**src/rtl/ewc_pkg.sv**
```systemverilog
package ewc_pkg;
  localparam int unsigned ADDR_W = 3;
  localparam logic [ADDR_W-1:0] A_EN   = 3'd0;
  localparam logic [ADDR_W-1:0] A_POL  = 3'd1;
  localparam logic [ADDR_W-1:0] A_PEND = 3'd2;
  localparam int unsigned RT_BASE = 3;
endpackage

```
**src/rtl/ewc_sync.sv**
```systemverilog
module ewc_sync #(
  parameter int unsigned N      = 16,
  parameter int unsigned STAGES = 2
) (
  input  logic         clk,
  input  logic         rst_n,
  input  logic [N-1:0] din,
  output logic [N-1:0] dout
);
  for (genvar c = 0; c < N; c++) begin : g_ch
    logic [STAGES-1:0] chain_q;
    always_ff @(posedge clk or negedge rst_n) begin
      if (!rst_n) chain_q <= '0;
      else        chain_q <= {chain_q[STAGES-2:0], din[c]};
    end
    assign dout[c] = chain_q[STAGES-1];
  end
endmodule

```
**src/rtl/ewc_edge.sv**
```systemverilog
module ewc_edge #(
  parameter int unsigned N = 16
) (
  input  logic         clk,
  input  logic         rst_n,
  input  logic [N-1:0] lvl,
  input  logic [N-1:0] pol,
  input  logic [N-1:0] hold,
  output logic [N-1:0] hit
);
  logic [N-1:0] prev_q;

  // the previous level always follows the synchronized line, so a re-prime
  // only has to suppress detection in the cycle of the polarity write
  always_ff @(posedge clk or negedge rst_n) begin
    if (!rst_n) prev_q <= '0;
    else        prev_q <= lvl;
  end

  for (genvar c = 0; c < N; c++) begin : g_det
    logic up, down;
    assign up     = lvl[c] & ~prev_q[c];
    assign down   = ~lvl[c] & prev_q[c];
    assign hit[c] = ~hold[c] & (pol[c] ? down : up);
  end
endmodule

```
**src/rtl/ewc_regs.sv**
```systemverilog
module ewc_regs
  import ewc_pkg::*;
#(
  parameter int unsigned N    = 16,
  parameter int unsigned IRQS = 4
) (
  input  logic              clk,
  input  logic              rst_n,
  input  logic              cfg_we,
  input  logic [ADDR_W-1:0] cfg_addr,
  input  logic [N-1:0]      cfg_wdata,
  output logic [N-1:0]      cfg_rdata,
  input  logic [N-1:0]      hit,
  output logic [N-1:0]      hold,
  output logic [N-1:0]      en_q,
  output logic [N-1:0]      pol_q,
  output logic [N-1:0]      pend_q,
  output logic [N*((IRQS > 1) ? $clog2(IRQS) : 1)-1:0] route_q
);
  localparam int unsigned RW   = (IRQS > 1) ? $clog2(IRQS) : 1;
  localparam int unsigned CPW  = N / RW;
  localparam int unsigned NRTW = (N + CPW - 1) / CPW;

  logic [N-1:0] clr;
  logic [N-1:0] rt_word [NRTW];

  assign clr  = (cfg_we && cfg_addr == A_PEND) ? cfg_wdata : '0;
  assign hold = (cfg_we && cfg_addr == A_POL) ? (cfg_wdata ^ pol_q) : '0;

  always_ff @(posedge clk or negedge rst_n) begin
    if (!rst_n) begin
      en_q   <= '0;
      pol_q  <= '0;
      pend_q <= '0;
    end else begin
      if (cfg_we && cfg_addr == A_EN)  en_q  <= cfg_wdata;
      if (cfg_we && cfg_addr == A_POL) pol_q <= cfg_wdata;
      pend_q <= (pend_q & ~clr) | (hit & en_q);
    end
  end

  for (genvar c = 0; c < N; c++) begin : g_rt
    localparam int unsigned W = c / CPW;
    localparam int unsigned S = c % CPW;
    always_ff @(posedge clk or negedge rst_n) begin
      if (!rst_n) route_q[c*RW +: RW] <= '0;
      else if (cfg_we && cfg_addr == ADDR_W'(RT_BASE + W))
        route_q[c*RW +: RW] <= cfg_wdata[S*RW +: RW];
    end
  end

  for (genvar w = 0; w < NRTW; w++) begin : g_rtw
    always_comb begin
      rt_word[w] = '0;
      for (int s = 0; s < CPW; s++)
        if (w * CPW + s < N)
          rt_word[w][s*RW +: RW] = route_q[(w*CPW+s)*RW +: RW];
    end
  end

  always_comb begin
    cfg_rdata = '0;
    unique case (cfg_addr)
      A_EN:    cfg_rdata = en_q;
      A_POL:   cfg_rdata = pol_q;
      A_PEND:  cfg_rdata = pend_q;
      default: begin
        for (int w = 0; w < NRTW; w++)
          if (cfg_addr == ADDR_W'(RT_BASE + w)) cfg_rdata = rt_word[w];
      end
    endcase
  end
endmodule

```
**src/rtl/ewc_route.sv**
```systemverilog
module ewc_route #(
  parameter int unsigned N    = 16,
  parameter int unsigned IRQS = 4
) (
  input  logic [N-1:0]    en,
  input  logic [N-1:0]    pend,
  input  logic [N*((IRQS > 1) ? $clog2(IRQS) : 1)-1:0] route,
  output logic [IRQS-1:0] irq,
  output logic            wake
);
  localparam int unsigned RW = (IRQS > 1) ? $clog2(IRQS) : 1;

  logic [N-1:0] live;
  assign live = en & pend;

  for (genvar k = 0; k < IRQS; k++) begin : g_irq
    always_comb begin
      irq[k] = 1'b0;
      for (int c = 0; c < N; c++)
        if (live[c] && route[c*RW +: RW] == RW'(k)) irq[k] = 1'b1;
    end
  end

  assign wake = |live;
endmodule

```
**src/rtl/edge_wake_ctrl.sv**
```systemverilog
module edge_wake_ctrl
  import ewc_pkg::*;
#(
  parameter int unsigned N      = 16,
  parameter int unsigned IRQS   = 4,
  parameter int unsigned STAGES = 2
) (
  input  logic              clk,
  input  logic              rst_n,
  input  logic [N-1:0]      line_i,
  input  logic              cfg_we,
  input  logic [ADDR_W-1:0] cfg_addr,
  input  logic [N-1:0]      cfg_wdata,
  output logic [N-1:0]      cfg_rdata,
  output logic [IRQS-1:0]   irq_o,
  output logic              wake_o
);
  localparam int unsigned RW = (IRQS > 1) ? $clog2(IRQS) : 1;

  logic [N-1:0]    lvl, hit, hold, en_q, pol_q, pend_q;
  logic [N*RW-1:0] route_q;

  ewc_sync #(.N(N), .STAGES(STAGES)) u_sync (
    .clk(clk), .rst_n(rst_n), .din(line_i), .dout(lvl));

  ewc_edge #(.N(N)) u_edge (
    .clk(clk), .rst_n(rst_n), .lvl(lvl), .pol(pol_q), .hold(hold), .hit(hit));

  ewc_regs #(.N(N), .IRQS(IRQS)) u_regs (
    .clk(clk), .rst_n(rst_n), .cfg_we(cfg_we), .cfg_addr(cfg_addr),
    .cfg_wdata(cfg_wdata), .cfg_rdata(cfg_rdata), .hit(hit), .hold(hold),
    .en_q(en_q), .pol_q(pol_q), .pend_q(pend_q), .route_q(route_q));

  ewc_route #(.N(N), .IRQS(IRQS)) u_route (
    .en(en_q), .pend(pend_q), .route(route_q), .irq(irq_o), .wake(wake_o));
endmodule

```
**config.mk**
```make
export PLATFORM = sky130hd
export DESIGN_NAME = edge_wake_ctrl
export DESIGN_NICKNAME = d
export VERILOG_FILES = /design/src/rtl/ewc_pkg.sv /design/src/rtl/ewc_sync.sv /design/src/rtl/ewc_edge.sv /design/src/rtl/ewc_regs.sv /design/src/rtl/ewc_route.sv /design/src/rtl/edge_wake_ctrl.sv
export SDC_FILE = /design/constraint.sdc
export NUM_CORES = 1
export LEC_CHECK = 0
export ABC_CLOCK_PERIOD_IN_PS = 3300
export BUFFER_PORTS_ARGS = -buffer_cell sky130_fd_sc_hd__buf_2
export CORE_MARGIN = 4
export CORE_UTILIZATION = 55
export CTS_CLUSTER_DIAMETER = 80
export DETAILED_ROUTE_END_ITERATION = 8
export PLACE_DENSITY = 0.77
export SYNTH_ARGS = -nofsm -noshare
export SYNTH_HDL_FRONTEND = slang
export SYNTH_SLANG_ARGS = --single-unit
```
**constraint.sdc**
```tcl
create_clock -name clk -period 3.3 [get_ports clk]
set_clock_uncertainty 0.2 [all_clocks]
set_input_delay 0.825 -clock clk [delete_from_list [all_inputs] [get_ports clk]]
set_output_delay 0.825 -clock clk [all_outputs]
set_load 0.05 [all_outputs]
```
=== After elaboration in Yosys (flattened, before gate mapping) ===
Index checks and enable logic that the tools add are counted.

* Multiplexer cells: 85
* Equality and inequality tests: 52
* Reductions and logical operators: 87
* Bitwise logic cells: 102

{| class="wikitable"
|+ Operator list
! kind !! count
|-
| $mux 1 || 80
|-
| $logic_and 1x1->1 || 69
|-
| $eq 2x2->1 const B || 32
|-
| $mux 16 || 4
|-
| $and 1x1->1 || 48
|-
| $and 16x16->16 || 3
|-
| $not 1->1 || 48
|-
| $pmux 16 s3 || 1
|-
| $eq 2x1->1 const B || 16
|-
| $logic_not 2->1 || 16
|-
| $not 16->16 || 1
|-
| $or 16x16->16 || 1
|-
| $reduce_or 16->1 || 1
|-
| $xor 16x16->16 || 1
|-
| $eq 3x2->1 const B || 2
|-
| $eq 3x1->1 const B || 1
|-
| $eq 3x3->1 const B || 1
|-
| $logic_not 3->1 || 1
|}

* Bits of input ports: 38
* Logic and storage cells: 362
* Output and inout bits: 21
* Flip-flop bits (word level): 128

=== Logic depth before layout (Yosys ltp) ===
* Depth after elaboration: 18
* Depth in mapped cells: 6
* Mapped depth without buffers: 4

=== Hierarchy ===
From an unflattened synthesis, not the netlist that was laid out.

* Cells, all modules: 528
* Area, all modules: 6332.3 um^2

{| class="wikitable"
|+ Modules (own cells, without submodules)
! module !! cells each !! times used !! area an instance (um^2) !! seq. area each (um^2)
|-
| ewc_regs || 301 || 1 || 4013.8 || 2001.9
|-
| ewc_sync || 48 || 1 || 920.9 || 800.8
|-
| ewc_edge || 64 || 1 || 740.7 || 400.4
|-
| ewc_route || 115 || 1 || 656.9 || 0.0
|}

=== Worst setup path after synthesis ===
Ideal clock, no wire load.

* Kind: input -> output
* Start point: input port cfg_addr[1]
* End point: output port cfg_rdata[11]
* Path buffers: 3
* Data arrival time: 2380 ps
* Stages: 6
* Slack: -105 ps
* Required time: 2275 ps
* Cell sequence: buf_2 nor2b_1 clkbuf_1 buf_2 a21oi_1 o22ai_1

* Word-level cells in the longest chain between the ends: 4
* Elaborated cells between the ends (all ways): 8
* Classes of those cells: 4 x eq/ne; 3 x mux; 1 x reduce/logical

{| class="wikitable"
|+ RTL lines
! element !! line !! text
|-
| start: declaration || edge_wake_ctrl.sv:12 || <nowiki>input logic [ADDR_W-1:0] cfg_addr,</nowiki>
|-
| $eq 3x2->1 || ewc_regs.sv:69 || <nowiki>if (cfg_addr == ADDR_W'(RT_BASE + w)) cfg_rdata = rt_word[w];</nowiki>
|-
| $mux 16 (2 in series) || ewc_regs.sv:69 ||
|-
| $pmux 16 s3 (*) || ewc_regs.sv:63 || <nowiki>unique case (cfg_addr)</nowiki>
|-
| end: declaration || edge_wake_ctrl.sv:14 || <nowiki>output logic [N-1:0] cfg_rdata,</nowiki>
|}

Mark *: on every way between the ends. The rest lies on a longest branch, timed or not.

=== Worst setup path after layout ===
* Start point: register u_regs.pend_q[13]
* End point: output port wake_o

* Word-level cells in the longest chain between the ends: 2

{| class="wikitable"
|+ RTL lines
! element !! line !! text
|-
| start: declaration || ewc_regs.sv:17 || <nowiki>output logic [N-1:0] pend_q,</nowiki>
|-
| start signal: assignment || ewc_regs.sv:38 || <nowiki>pend_q <= (pend_q & ~clr) | (hit & en_q);</nowiki>
|-
| $and 16x16->16 || ewc_route.sv:14 || <nowiki>assign live = en & pend;</nowiki>
|-
| $reduce_or 16->1 || ewc_route.sv:24 || <nowiki>assign wake = |live;</nowiki>
|-
| end: declaration || edge_wake_ctrl.sv:16 || <nowiki>output logic wake_o</nowiki>
|}

No other way between the ends.

==> results.txt <==
----------------------------------------------------
[Finish]
  Filler cells ... between 800 and 900
  Post-route cell area ... around 7300 um2
  Post-layout instance count excluding filler cells ... just under 800
  Top library cells by usage in the layout, fill and taps aside ... sky130_fd_sc_hd__dfrtp_1, sky130_fd_sc_hd__mux2_2, sky130_fd_sc_hd__buf_2, sky130_fd_sc_hd__a21oi_1, sky130_fd_sc_hd__nand2_1
  Count of inserted antenna diode cells ... 0
  Share of post-route cells with drive strength above 1 ... 29.2%
  Final #Nets ... between 600 and 700
  Area growth from synthesis to layout ... 19.4%
  Commonest non-fill, non-tap cell in the layout ... sky130_fd_sc_hd__dfrtp_1

[Floorplan]
  Initial core utilization ... a little under three fifths
  Row Count ... 38
  Core ar. ... between 10000 and 15000 um2
  Vertical die dimension ... ~110 um
  Chip width ... approximately 110 um
  Number of top-level pins ... 59
  Floorplan die area ... between 10000 and 15000 um2

[Critical path]
  Reg-to-Reg Start ... u_regs.pol_q[10]
  Data arrival at the endpoint of the critical path ... about 2.1 ns
  CP Capture Type ... primary output
  Required time reported for the critical path endpoint ... about 2.3 ns
  Sort of element at the start of the critical path ... flop
  Max Fanout on Critical Path ... 6
  Start point of the critical path ... u_regs.pend_q[13]
  Startpoint-to-endpoint class of the critical path ... reg -> out

[Synth]
  Synth Instances ... about 550
  Cell accounting for the most synthesized area ... sky130_fd_sc_hd__dfrtp_1
  Proportion of synthesized chip area in sequential cells ... a little over half
  Top FF cell, synth ... sky130_fd_sc_hd__dfrtp_1
  Mapped cell area ... 6140 um2
  EDFF count, synth ... 0
  Share of flip-flops with an asynchronous set or reset after synthesis ... between 90% and 100%
  Synth Register Bits ... approximately 130
  Per-instance average area after synthesis ... between 10 and 15 um2
  Mapped Nets ... about 590
  Yosys warning count ... 0
  Top cells by area in the synthesized netlist ... sky130_fd_sc_hd__dfrtp_1, sky130_fd_sc_hd__mux2_2, sky130_fd_sc_hd__mux2i_1, sky130_fd_sc_hd__o22ai_1, sky130_fd_sc_hd__a21oi_1
  Count of different cell masters after synthesis ... 37
  Share of the synthesized area in the top cell type ... a little over half

[Clocking]
  Setup Fix Bufs, Post-CTS ... 0
  Clock buffers created by TritonCTS ... 17
  H-tree depth ... 4
  Sink Count ... between 100 and 150
  Clock-pin transition on the worst setup and hold timing paths ... about 0.060 ns
  Post_cts resized ... 0
  Clock Tree Root ... sky130_fd_sc_hd__clkbuf_8
  CTS tree ... done
  CTS max path bufs ... 2
  Latest clock arrival within the worst-skew pair ... 0.53 ns
  CTS Hold Bufs ... 0

[STA]
  Timing-limited maximum frequency ... 0.317 GHz
  Ratio of final minimum period to clock period ... between 90% and 100%
  Sum of negative setup slack ... 0 ns
  Final-report hold violation count ... 0
  Worst slew margin ... 55.0%
  Min setup slack post-route ... 0.146 ns
  Final-report setup violation count ... 0
  Final Critical Period ... around 3.2 ns
  Max Transition Viols Final ... 0
  Pin slew with the least headroom to its limit ... ~0.67 ns
  Unrepaired setup endpoints after global routing ... false

[Drt]
  Vias ... between 4k and 5k
  Detailed Route WL ... 16700 um
  DRT antenna net count ... 0
  Post-route DRC violation count ... 0
  Routed length per placed instance ... ~22 um
  DRT Pass-1 Iters ... 5
  Number of violations reported at the end of detailed-routing iteration 0 ... roughly 450
  Post-detailed-route via-to-cell ratio ... roughly 6.4

[Outcome]
  Outcome ... complete, no violations

[Placement]
  Global placer's final weighted congestion ... 0.983
  Number of placed cells counting well taps ... 738
  IO Port Bufs ... 58
  Place WS ... ~0.34 ns
  Detailed Place HPWL ... between 10000 and 15000 um
  Placed cell area ... between 6000 and 7000 um2

[Power and ir drop]
  Worst vdd rail ir drop ... 692 uV
  Total leakage power ... just over 0.003 uW
  Final Total Pwr ... around 5500 uW
  Power per unit of standard cell area ... roughly 740 nW/um2

[Global route]
  Total gr overflow ... 0
  Maximum number of pins on one net before global-route repair ... 59
  Met2 capacity usage during global routing ... between 40% and 50%
  Number of global-route vias before repair ... around 5k
  Met1 routing resource usage after global routing ... around 36%
  Global routing usage on met3 ... 6.26%
  Wire length of the first global-routing pass ... about 27000 um
  Initial antenna violation count ... 0
  Gr usage total ... 27.6%
  GRT Max-Usage Layer ... met2

[Flow run]
  Max capacitance violation total ... 0

[Hold path]
  Hold WC Path Type ... in -> async

----------------------------------------------------
==> per-layer routing <==
metal / wire, um / vias up
met4: 496 / 0
met5: 0 / -
met3: 893 / 41
li1: - / 2260
met1: 7110 / 2477
met2: 8170 / 188
==> worst max-delay path: stages (launching register included) <==
cell and delay, ns:
sky130_fd_sc_hd__dfrtp_1 0.45, sky130_fd_sc_hd__nand2_1 0.18, sky130_fd_sc_hd__and4_1 0.21, sky130_fd_sc_hd__nand4_1 0.10, sky130_fd_sc_hd__or3_1 0.42, sky130_fd_sc_hd__buf_2 0.23
==> power by group <==
part | internal (uW) | switching (uW) | leakage, uW
Combinational | 536 | 763 | 0.00130
Clock | 1140 | 704 | 0.000279
Sequential | 1850 | 470 | 0.00150
==> cells by family (layout without fill, tap and decap cells) <==
| family | count (synthesis) | count (layout) | synth area share [%] |
|---|---|---|---|
| and+or+nand+nor | 178 | 178 | 17.5 |
| AOI/OAI and AO/OA | 120 | 120 | 11.3 |
| buffers and inverters | 30 | 111 | 2.63 |
| muxes | 93 | 93 | 16.4 |
| DFF | 128 | 128 | 52.2 |
==> worst paths after layout <==
path                                              end  slack [ns]  cells after the start
max                                            wake_o        0.15                      5
min                                  u_regs.pol_q[12]        0.07                      1
max reg2reg                         u_regs.pend_q[10]        1.58                      4
min reg2reg                u_sync.g_ch[11].chain_q[1]        0.14                      0
max in group asynchronous            u_edge.prev_q[4]        2.22                      2
min in group clk           u_sync.g_ch[11].chain_q[1]        0.14                      0
==> registers in the layout (all words and copies together), names as in the netlist <==
name / flops
u_regs.route_q: 32
u_sync.g_ch.chain_q: 32
u_edge.prev_q: 16
u_regs.en_q: 16
u_regs.pol_q: 16
u_regs.pend_q: 16
==> area by class of cell <==
type / count / area [um2] / share of cell area, %
clock inverter: 12 / 135 / 1.84
clock buffer: 20 / 455 / 6.21
tap: 140 / 175 / 2.39
inverter: 6 / 22.5 / 0.307
timing repair buffer: 73 / 459 / 6.27
sequential: 128 / 3200 / 43.7
multi-input combinational: 391 / 2880 / 39.3
==> metrics by stage <==
step | hold WS (ns) | util, %
after floorplan | 0.131 | -
after global placement | 0.133 | 61.9
after detailed placement | 0.135 | 61.9
after CTS | 0.0732 | 67.3
after global routing | 0.103 | 67.3
final | 0.0675 | 67.3
==> synthesized netlist by cell type (all sizes together) (2+ instances only) <==
library cell  count
or4bb            15
nor4              3
o21ai            19
nand4b           20
nor3             32
nor2             26
nor3b             2
nand2            34
dfrtp           128
nand4            18
inv               6
mux2             61
o22ai            39
a22oi             3
mux2i            32
o2111ai           5
a211oi            2
o32ai             4
a21oi            48
nand3            18
buf              19
clkbuf            5
Note: power is estimated with default switching activity, not from simulation.
